===== src/rtl/tsq_pkg.sv =====
`timescale 1ns/1ps
package tsq_pkg;
  localparam int REC_W = 116;

  typedef struct packed {
    logic [31:0] task_id;
    logic [15:0] code_idx;
    logic [3:0]  arg_cnt;
    logic [63:0] arg_handle;
  } task_rec_t;

  typedef enum logic [1:0] {
    SL_FREE  = 2'd0,
    SL_READY = 2'd1,
    SL_RUN   = 2'd2,
    SL_WAIT  = 2'd3
  } slot_st_e;
endpackage


===== src/rtl/tsq_rec_fifo.sv =====
`timescale 1ns/1ps
module tsq_rec_fifo #(
  parameter int DEPTH = 8,
  parameter int W     = 116
) (
  input  logic         clk,
  input  logic         rst_n,
  input  logic         enq,
  input  logic [W-1:0] enq_rec,
  input  logic         deq,
  output logic [W-1:0] head_rec,
  output logic         empty,
  output logic         full
);
  localparam int PW = (DEPTH > 1) ? $clog2(DEPTH) : 1;
  localparam int CW = $clog2(DEPTH + 1);

  logic [W-1:0]  store_q [DEPTH];
  logic [PW-1:0] wr_q, wr_d, rd_q, rd_d;
  logic [CW-1:0] cnt_q, cnt_d;

  function automatic logic [PW-1:0] bump(input logic [PW-1:0] p);
    return (p == PW'(DEPTH - 1)) ? '0 : p + PW'(1);
  endfunction

  always_comb begin
    wr_d  = enq ? bump(wr_q) : wr_q;
    rd_d  = deq ? bump(rd_q) : rd_q;
    cnt_d = cnt_q;
    if (enq && !deq) cnt_d = cnt_q + CW'(1);
    else if (!enq && deq) cnt_d = cnt_q - CW'(1);
  end

  always_ff @(posedge clk or negedge rst_n) begin
    if (!rst_n) begin
      wr_q  <= '0;
      rd_q  <= '0;
      cnt_q <= '0;
    end else begin
      wr_q  <= wr_d;
      rd_q  <= rd_d;
      cnt_q <= cnt_d;
    end
  end

  always_ff @(posedge clk) begin
    if (enq) store_q[wr_q] <= enq_rec;
  end

  assign head_rec = store_q[rd_q];
  assign empty    = (cnt_q == '0);
  assign full     = (cnt_q == CW'(DEPTH));


  enq_full_chk: assert property (@(posedge clk) disable iff (!rst_n) full |-> !enq);

  deq_empty_chk: assert property (@(posedge clk) disable iff (!rst_n) deq |-> !empty);
endmodule


===== src/rtl/tsq_rr_pick.sv =====
`timescale 1ns/1ps
module tsq_rr_pick #(
  parameter int N  = 6,
  parameter int IW = 3
) (
  input  logic [N-1:0]  req,
  input  logic [IW-1:0] base,
  output logic          found,
  output logic [IW-1:0] idx
);
  always_comb begin
    found = 1'b0;
    idx   = '0;
    for (int k = 1; k <= N; k++) begin
      int s;
      s = int'(base) + k;
      if (s >= N) s = s - N;
      if (!found && req[s]) begin
        found = 1'b1;
        idx   = IW'(s);
      end
    end
  end
endmodule


===== src/rtl/tsq_slot_table.sv =====
`timescale 1ns/1ps
module tsq_slot_table
  import tsq_pkg::*;
#(
  parameter int NSLOT = 6,
  parameter int SW    = 3
) (
  input  logic             clk,
  input  logic             rst_n,
  input  logic             cur_valid,
  input  logic [SW-1:0]    cur_slot,
  input  logic             blk,
  input  logic             quit,
  input  logic [NSLOT-1:0] wake,
  input  logic             take,
  input  logic [SW-1:0]    take_slot,
  output logic [NSLOT-1:0] ready_mask,
  output logic [NSLOT-1:0] free_mask,
  output logic [NSLOT-1:0] run_mask
);
  for (genvar i = 0; i < NSLOT; i++) begin : g_slot
    slot_st_e st_q, st_d;
    logic     is_cur;

    assign is_cur = cur_valid && (cur_slot == SW'(i));

    always_comb begin
      st_d = st_q;
      if (st_q == SL_WAIT && wake[i]) st_d = SL_READY;
      if (is_cur && blk)              st_d = SL_WAIT;
      if (is_cur && quit)             st_d = SL_FREE;
      if (take && take_slot == SW'(i)) st_d = SL_RUN;
    end

    always_ff @(posedge clk or negedge rst_n) begin
      if (!rst_n) st_q <= SL_FREE;
      else        st_q <= st_d;
    end

    assign ready_mask[i] = (st_q == SL_READY);
    assign free_mask[i]  = (st_q == SL_FREE) || (is_cur && quit);
    assign run_mask[i]   = (st_q == SL_RUN);


    wake_ready_chk: assert property (@(posedge clk) disable iff (!rst_n)
      (st_q == SL_WAIT && wake[i]) |=> (st_q == SL_READY));

    idle_hold_chk: assert property (@(posedge clk) disable iff (!rst_n)
      (st_q == SL_WAIT && !wake[i]) |=> (st_q == SL_WAIT));
  end


  single_run_chk: assert property (@(posedge clk) disable iff (!rst_n)
    $countones(run_mask) <= 1);
endmodule


===== src/rtl/task_slot_sched.sv =====
`timescale 1ns/1ps
module task_slot_sched
  import tsq_pkg::*;
#(
  parameter int NSLOT = 6,
  parameter int DEPTH = 8,
  localparam int SW   = (NSLOT > 1) ? $clog2(NSLOT) : 1
) (
  input  logic             clk,
  input  logic             rst_n,
  input  logic             spawn_valid,
  output logic             spawn_ready,
  input  logic [REC_W-1:0] spawn_rec,
  input  logic             bal_in_valid,
  output logic             bal_in_ready,
  input  logic [REC_W-1:0] bal_in_rec,
  output logic             exp_valid,
  input  logic             exp_ready,
  output logic [REC_W-1:0] exp_rec,
  input  logic             blk_cur,
  input  logic             quit_cur,
  input  logic [NSLOT-1:0] wake_slot,
  output logic             cur_valid,
  output logic [SW-1:0]    cur_slot,
  output logic             start_valid,
  output logic [SW-1:0]    start_slot,
  output logic [REC_W-1:0] start_rec
);
  logic             q_empty, q_full, q_enq, q_deq;
  logic [REC_W-1:0] q_head, q_in;
  logic [NSLOT-1:0] ready_mask, free_mask, run_mask;
  logic             rdy_found, free_found;
  logic [SW-1:0]    rdy_idx, free_idx;
  logic             vacate, do_switch, do_start, take;
  logic [SW-1:0]    take_slot;

  logic             cur_valid_q, cur_valid_d;
  logic [SW-1:0]    cur_slot_q, cur_slot_d;
  logic             start_valid_q, start_valid_d;
  logic [SW-1:0]    start_slot_q, start_slot_d;
  task_rec_t        start_rec_q, start_rec_d;

  tsq_rec_fifo #(.DEPTH(DEPTH), .W(REC_W)) fifo_i (
    .clk(clk), .rst_n(rst_n), .enq(q_enq), .enq_rec(q_in), .deq(q_deq),
    .head_rec(q_head), .empty(q_empty), .full(q_full)
  );

  tsq_slot_table #(.NSLOT(NSLOT), .SW(SW)) slots_i (
    .clk(clk), .rst_n(rst_n), .cur_valid(cur_valid_q), .cur_slot(cur_slot_q),
    .blk(blk_cur), .quit(quit_cur), .wake(wake_slot), .take(take),
    .take_slot(take_slot), .ready_mask(ready_mask), .free_mask(free_mask),
    .run_mask(run_mask)
  );

  tsq_rr_pick #(.N(NSLOT), .IW(SW)) ready_pick_i (
    .req(ready_mask), .base(cur_slot_q), .found(rdy_found), .idx(rdy_idx)
  );

  tsq_rr_pick #(.N(NSLOT), .IW(SW)) free_pick_i (
    .req(free_mask), .base(SW'(NSLOT - 1)), .found(free_found), .idx(free_idx)
  );

  always_comb begin
    vacate    = !cur_valid_q || blk_cur || quit_cur;
    do_switch = vacate && rdy_found;
    do_start  = vacate && !rdy_found && free_found && !q_empty;
    take      = do_switch || do_start;
    take_slot = do_switch ? rdy_idx : free_idx;

    spawn_ready  = !q_full;
    bal_in_ready = !q_full && !spawn_valid;
    q_enq        = (spawn_valid && spawn_ready) || (bal_in_valid && bal_in_ready);
    q_in         = spawn_valid ? spawn_rec : bal_in_rec;

    exp_valid = !q_empty && !do_start;
    exp_rec   = q_head;
    q_deq     = do_start || (exp_valid && exp_ready);
  end

  always_comb begin
    cur_valid_d   = take ? 1'b1 : (vacate ? 1'b0 : cur_valid_q);
    cur_slot_d    = take ? take_slot : cur_slot_q;
    start_valid_d = do_start;
    start_slot_d  = do_start ? free_idx : start_slot_q;
    start_rec_d   = do_start ? task_rec_t'(q_head) : start_rec_q;
  end

  always_ff @(posedge clk or negedge rst_n) begin
    if (!rst_n) begin
      cur_valid_q   <= 1'b0;
      cur_slot_q    <= '0;
      start_valid_q <= 1'b0;
      start_slot_q  <= '0;
      start_rec_q   <= '0;
    end else begin
      cur_valid_q   <= cur_valid_d;
      cur_slot_q    <= cur_slot_d;
      start_valid_q <= start_valid_d;
      start_slot_q  <= start_slot_d;
      start_rec_q   <= start_rec_d;
    end
  end

  assign cur_valid   = cur_valid_q;
  assign cur_slot    = cur_slot_q;
  assign start_valid = start_valid_q;
  assign start_slot  = start_slot_q;
  assign start_rec   = start_rec_q;


  no_preempt_chk: assert property (@(posedge clk) disable iff (!rst_n)
    (cur_valid && !blk_cur && !quit_cur) |=> (cur_valid && $stable(cur_slot)));

  start_cur_chk: assert property (@(posedge clk) disable iff (!rst_n)
    start_valid |-> (cur_valid && cur_slot == start_slot));

  run_match_chk: assert property (@(posedge clk) disable iff (!rst_n)
    cur_valid == (|run_mask));

  start_pulse_chk: assert property (@(posedge clk) disable iff (!rst_n)
    start_valid |=> !start_valid || $past(!q_empty));
endmodule


===== config.mk =====
export PLATFORM = sky130hd
export DESIGN_NAME = task_slot_sched
export DESIGN_NICKNAME = d
export VERILOG_FILES = /design/src/rtl/tsq_pkg.sv /design/src/rtl/tsq_rec_fifo.sv /design/src/rtl/tsq_rr_pick.sv /design/src/rtl/tsq_slot_table.sv /design/src/rtl/task_slot_sched.sv
export SDC_FILE = /design/constraint.sdc
export NUM_CORES = 1
export LEC_CHECK = 0
export ABC_AREA = 0
export BUFFER_PORTS_ARGS = -buffer_cell sky130_fd_sc_hd__buf_2
export CORE_ASPECT_RATIO = 2
export CORE_MARGIN = 10
export CORE_UTILIZATION = 51
export DETAILED_ROUTE_END_ITERATION = 7
export PLACE_DENSITY = 0.74
export RECOVER_POWER = 25
export SLEW_MARGIN = 20
export SYNTH_ARGS = -nofsm -noshare
export SYNTH_HDL_FRONTEND = slang
export SYNTH_SLANG_ARGS = --single-unit

===== constraint.sdc =====
create_clock -name clk -period 11.95 [get_ports clk]
set_input_delay 2.39 -clock clk [delete_from_list [all_inputs] [get_ports clk]]
set_output_delay 2.39 -clock clk [all_outputs]
set_load 0.02 [all_outputs]

==> summary.md <==
| Metric | Value |
|---|---|
| Worst-Skew Late Latency | `0.69 ns` |
| Violated checks | `max-capacitance violations, max-slew violations` |
| Clk buf depth | `3` |
| Hold_buf cts | `0` |
| Setup TNS | `0 ns` |
| Final Slew Violations | `210` |
| DRT iter0 DRCs | `1,621` |
| Area grow syn2layout | `15.6%` |
| Worst hold-check path type | `reg2reg` |
| Clock sinks | `1,074` |
| Die area | `97,100 sq um` |
| FF-to-FF setup slack | `between 6 and 7 ns` |
| Post-synth top flop | `edfxtp_1` |
| Post-CTS Setup Bufs | `0` |
| Leading area contributor after synthesis | `edfxtp_1` |
| CORE AREA | `between 80,000 and 90,000 sq um` |
| Peak VDD IR | `0.432 mV` |
| Max_cap viols | `4` |
| ANT cells | `0` |
| Worst-path clk slew | `~0.060 ns` |
| Final setup viols | `0` |
| Tmin final | `roughly 8.7 ns` |
| Lkg Pwr | `17.4 nW` |
| Max_slew headroom | `-1.95` |
| Fin. Hold Viols | `0` |
| Worst Tran Pin Value | `around 4.4 ns` |
| Largest net degree at the start of global routing | `between 80 and 90` |
| Total grt overflow | `0` |
| CTS root buf | `clkbuf_16` |
| Worst EP arrival | `about 9.0 ns` |
| Vias in the first global route | `approximately 24,000` |
| Gate Count Post-Synth | `around 2,000` |
| RSZ-0062 raised after global routing | `false` |
| Fmax | `between 100 and 150 MHz` |
| EDFF count, synth | `about 930` |
| Crit share post-route | `0.731` |
| Crit. End Element | `register` |
| GRT Resource Usage Total | `0.206` |
| Vias per inst | `~6` |
| Critical Path Source Type | `input port` |
| Port Buffers | `~490` |
| Nets | `~2,800` |
| Ys async rst share | `0.136` |
| Initial Util | `0.514` |
| DRT antenna net count | `0` |
| Final wirelength | `~100,000 microns` |
| CP max stage delay | `3.04 ns` |
| Residual DRC | `0` |
| GP Congestion | `between 0.8 and 0.9` |
| PwrDens | `approximately 300 nW/um^2` |
| Hpwl dp | `about 60,000 microns` |
| Setup CP Type | `in2reg` |
| Yosys warnings | `0` |
| Final Skew | `0.0229 ns` |
| Die Span Y | `between 400 and 500 microns` |
| Die width | `about 230 microns` |
| Footprint of the multi-input gates | `between 10,000 and 15,000 sq um` |
| Crit-path cells | `clkbuf_1 > o21ai_1 > inv_1 > nand2_1 > nor2_4 > buf_4` |
| Net Count, Synth | `between 2,000 and 2,500` |
| Dpl cell area | `roughly 47,000 sq um` |
| Post-layout instance area | `a little under 50,000 sq um` |
| Critical Path RT | `12.25 ns` |
| FILL cells | `6,035` |
| Post-CTS Resized | `0` |
| First-pass GRT wire length | `between 100,000 and 150,000 microns` |
| WL/cell | `around 27 microns` |
| CTS tree | `yes` |
| Ranking of synthesized cells by area | `edfxtp_1, mux4_2, mux2_2` |
| Yosys cell types | `67` |
| Share of cells above drive strength 1 | `0.462` |
| IO Count | `slightly below 500` |
| Rows | `150` |
| Post-synth top area share | `0.648` |
| TritonCTS buffer count | `90` |
| Initial antenna violation count | `1` |
| Htree depth | `3` |
| Peak fanout along the critical path | `58` |
| Slowest CP cell | `clkbuf_1` |
| Total vias in the final route | `approximately 22,000` |
| FF+latch area | `31,500 sq um` |
| Status | `complete, but fails checks` |
| Initial DRT Pass Iterations | `5` |
| Synthesized area per cell | `between 20 and 25 sq um` |
| Post-synthesis register bit count | `between 1,000 and 1,500` |
| Sequential area share after synthesis | `0.733` |
| Mapped Area | `between 40,000 and 50,000 sq um` |
layout by cell type, fill, tap and decap left out, types with 6 or more instances in the layout:
master	n
dfrtp_1	143
nor2_1	14
buf_4	30
a21o_1	6
clkinv_1	6
nand2_1	22
clkbuf_1	35
mux2i_1	9
nand3_1	6
nor3_1	9
edfxtp_1	928
a21oi_1	14
nand2b_1	10
mux2_1	55
bufinv_16	6
clkbuf_16	92
clkinv_2	17
o21ai_0	29
mux4_2	234
o21a_1	6
ha_1	20
inv_1	15
buf_2	477
clkbuf_8	9
a21boi_0	6
mux2_2	299
metal layers:
layer,part of all wire,GRT usage,vias up
met5,0,0,-
met4,0.022,0.0607,0
met3,0.059,0.0396,123
met2,0.52,0.355,739
met1,0.40,0.260,11500
li1,-,-,9379
synthesized netlist by cell type (3+ instances only):
| library cell | count |
|---|---|
| ha_1 | 20 |
| o21a_1 | 6 |
| buf_1 | 17 |
| a21o_1 | 6 |
| nor2_1 | 17 |
| nor3_1 | 13 |
| a21boi_0 | 6 |
| and3_1 | 4 |
| nand3_1 | 6 |
| dfrtp_1 | 146 |
| edfxtp_1 | 928 |
| a211oi_1 | 4 |
| mux2i_1 | 9 |
| inv_1 | 15 |
| nand2_1 | 23 |
| or3_1 | 3 |
| or2_2 | 3 |
| and2_1 | 5 |
| a31oi_1 | 5 |
| buf_2 | 9 |
| and4_1 | 3 |
| or3b_1 | 3 |
| mux2_2 | 354 |
| a211o_1 | 3 |
| o31a_1 | 3 |
| and3b_1 | 3 |
| o21ai_1 | 4 |
| mux4_2 | 234 |
| a21oi_1 | 14 |
| nand2b_1 | 10 |
| nand3b_1 | 5 |
| o21ai_0 | 29 |
| buf_4 | 9 |
| clkbuf_1 | 63 |
| xnor2_1 | 5 |
| nand4_1 | 5 |
critical path: cells and delay by family:
kind,cells,cell delay (ns)
buffers and inverters,3,4.26
and+or+nand+nor,2,1.07
AOI/OAI and AO/OA,1,1.20
path summary, 6_finish.rpt:
check | startpoint | endpoint | cells past startpoint
worst max-delay path | spawn_valid | fifo_i.store_q[7][113] | 6
worst min-delay path | start_rec[90] | start_rec[90] | 1
worst max register to register | cur_slot[0] | start_rec[57] | 13
worst min register to register | start_rec[90] | start_rec[90] | 1
max in group asynchronous | rst_n | start_rec[55] | 2
min in group asynchronous | rst_n | start_rec[89] | 1
per-stage QoR:
step	power, mW	hold WS (ns)	cells	setup WS [ns]	utilization
6_report	14.7	0.501	3688	3.21	0.594
5_1_grt	15.4	0.509	3688	2.80	0.594
4_1_cts	14.9	0.502	3687	4.92	0.594
3_5_place_dp	11.9	0.486	3517	5.69	0.558
3_3_place_gp	11.7	0.477	3517	5.67	0.558
2_1_floorplan	10.1	0.479	2031	0.253	-
kinds of logic (layout without fill, tap and decap cells):
group | count (synthesis) | after routing | synth area share
flops | 1074 | 1074 | 0.733
fa+ha+maj | 21 | 21 | 0.00628
buf+inv | 116 | 709 | 0.0115
simple gates | 115 | 115 | 0.0148
xor+xnor | 6 | 6 | 0.00140
compound gates | 102 | 102 | 0.0163
mux | 597 | 597 | 0.217
power by group:
group / leakage [nW] / switching (mW) / internal, mW
Sequential: 10.2 / 0.378 / 5.15
Combinational: 5.74 / 3.57 / 2.64
Clock: 1.47 / 1.33 / 1.63
state kept, by name (all words and copies together) (netlist names):
name,cells
fifo_i.wr_q,3
fifo_i.rd_q,3
cur_slot,3
start_valid,1
fifo_i.store_q,928
start_rec,116
start_slot,3
fifo_i.cnt_q,4
cur_valid,1
slots_i.g_slot.st_q,12
final cells by class:
cell class / count / area share
flip-flops and latches: 1074 / 0.634
multi-input cells: 841 / 0.223
repair buffers: 523 / 0.0547
clock buffers: 124 / 0.0505
well taps: 1064 / 0.0268
clock inverters: 46 / 0.0101
inverters: 16 / 0.00121
Note: power is estimated with default switching activity, not from simulation.
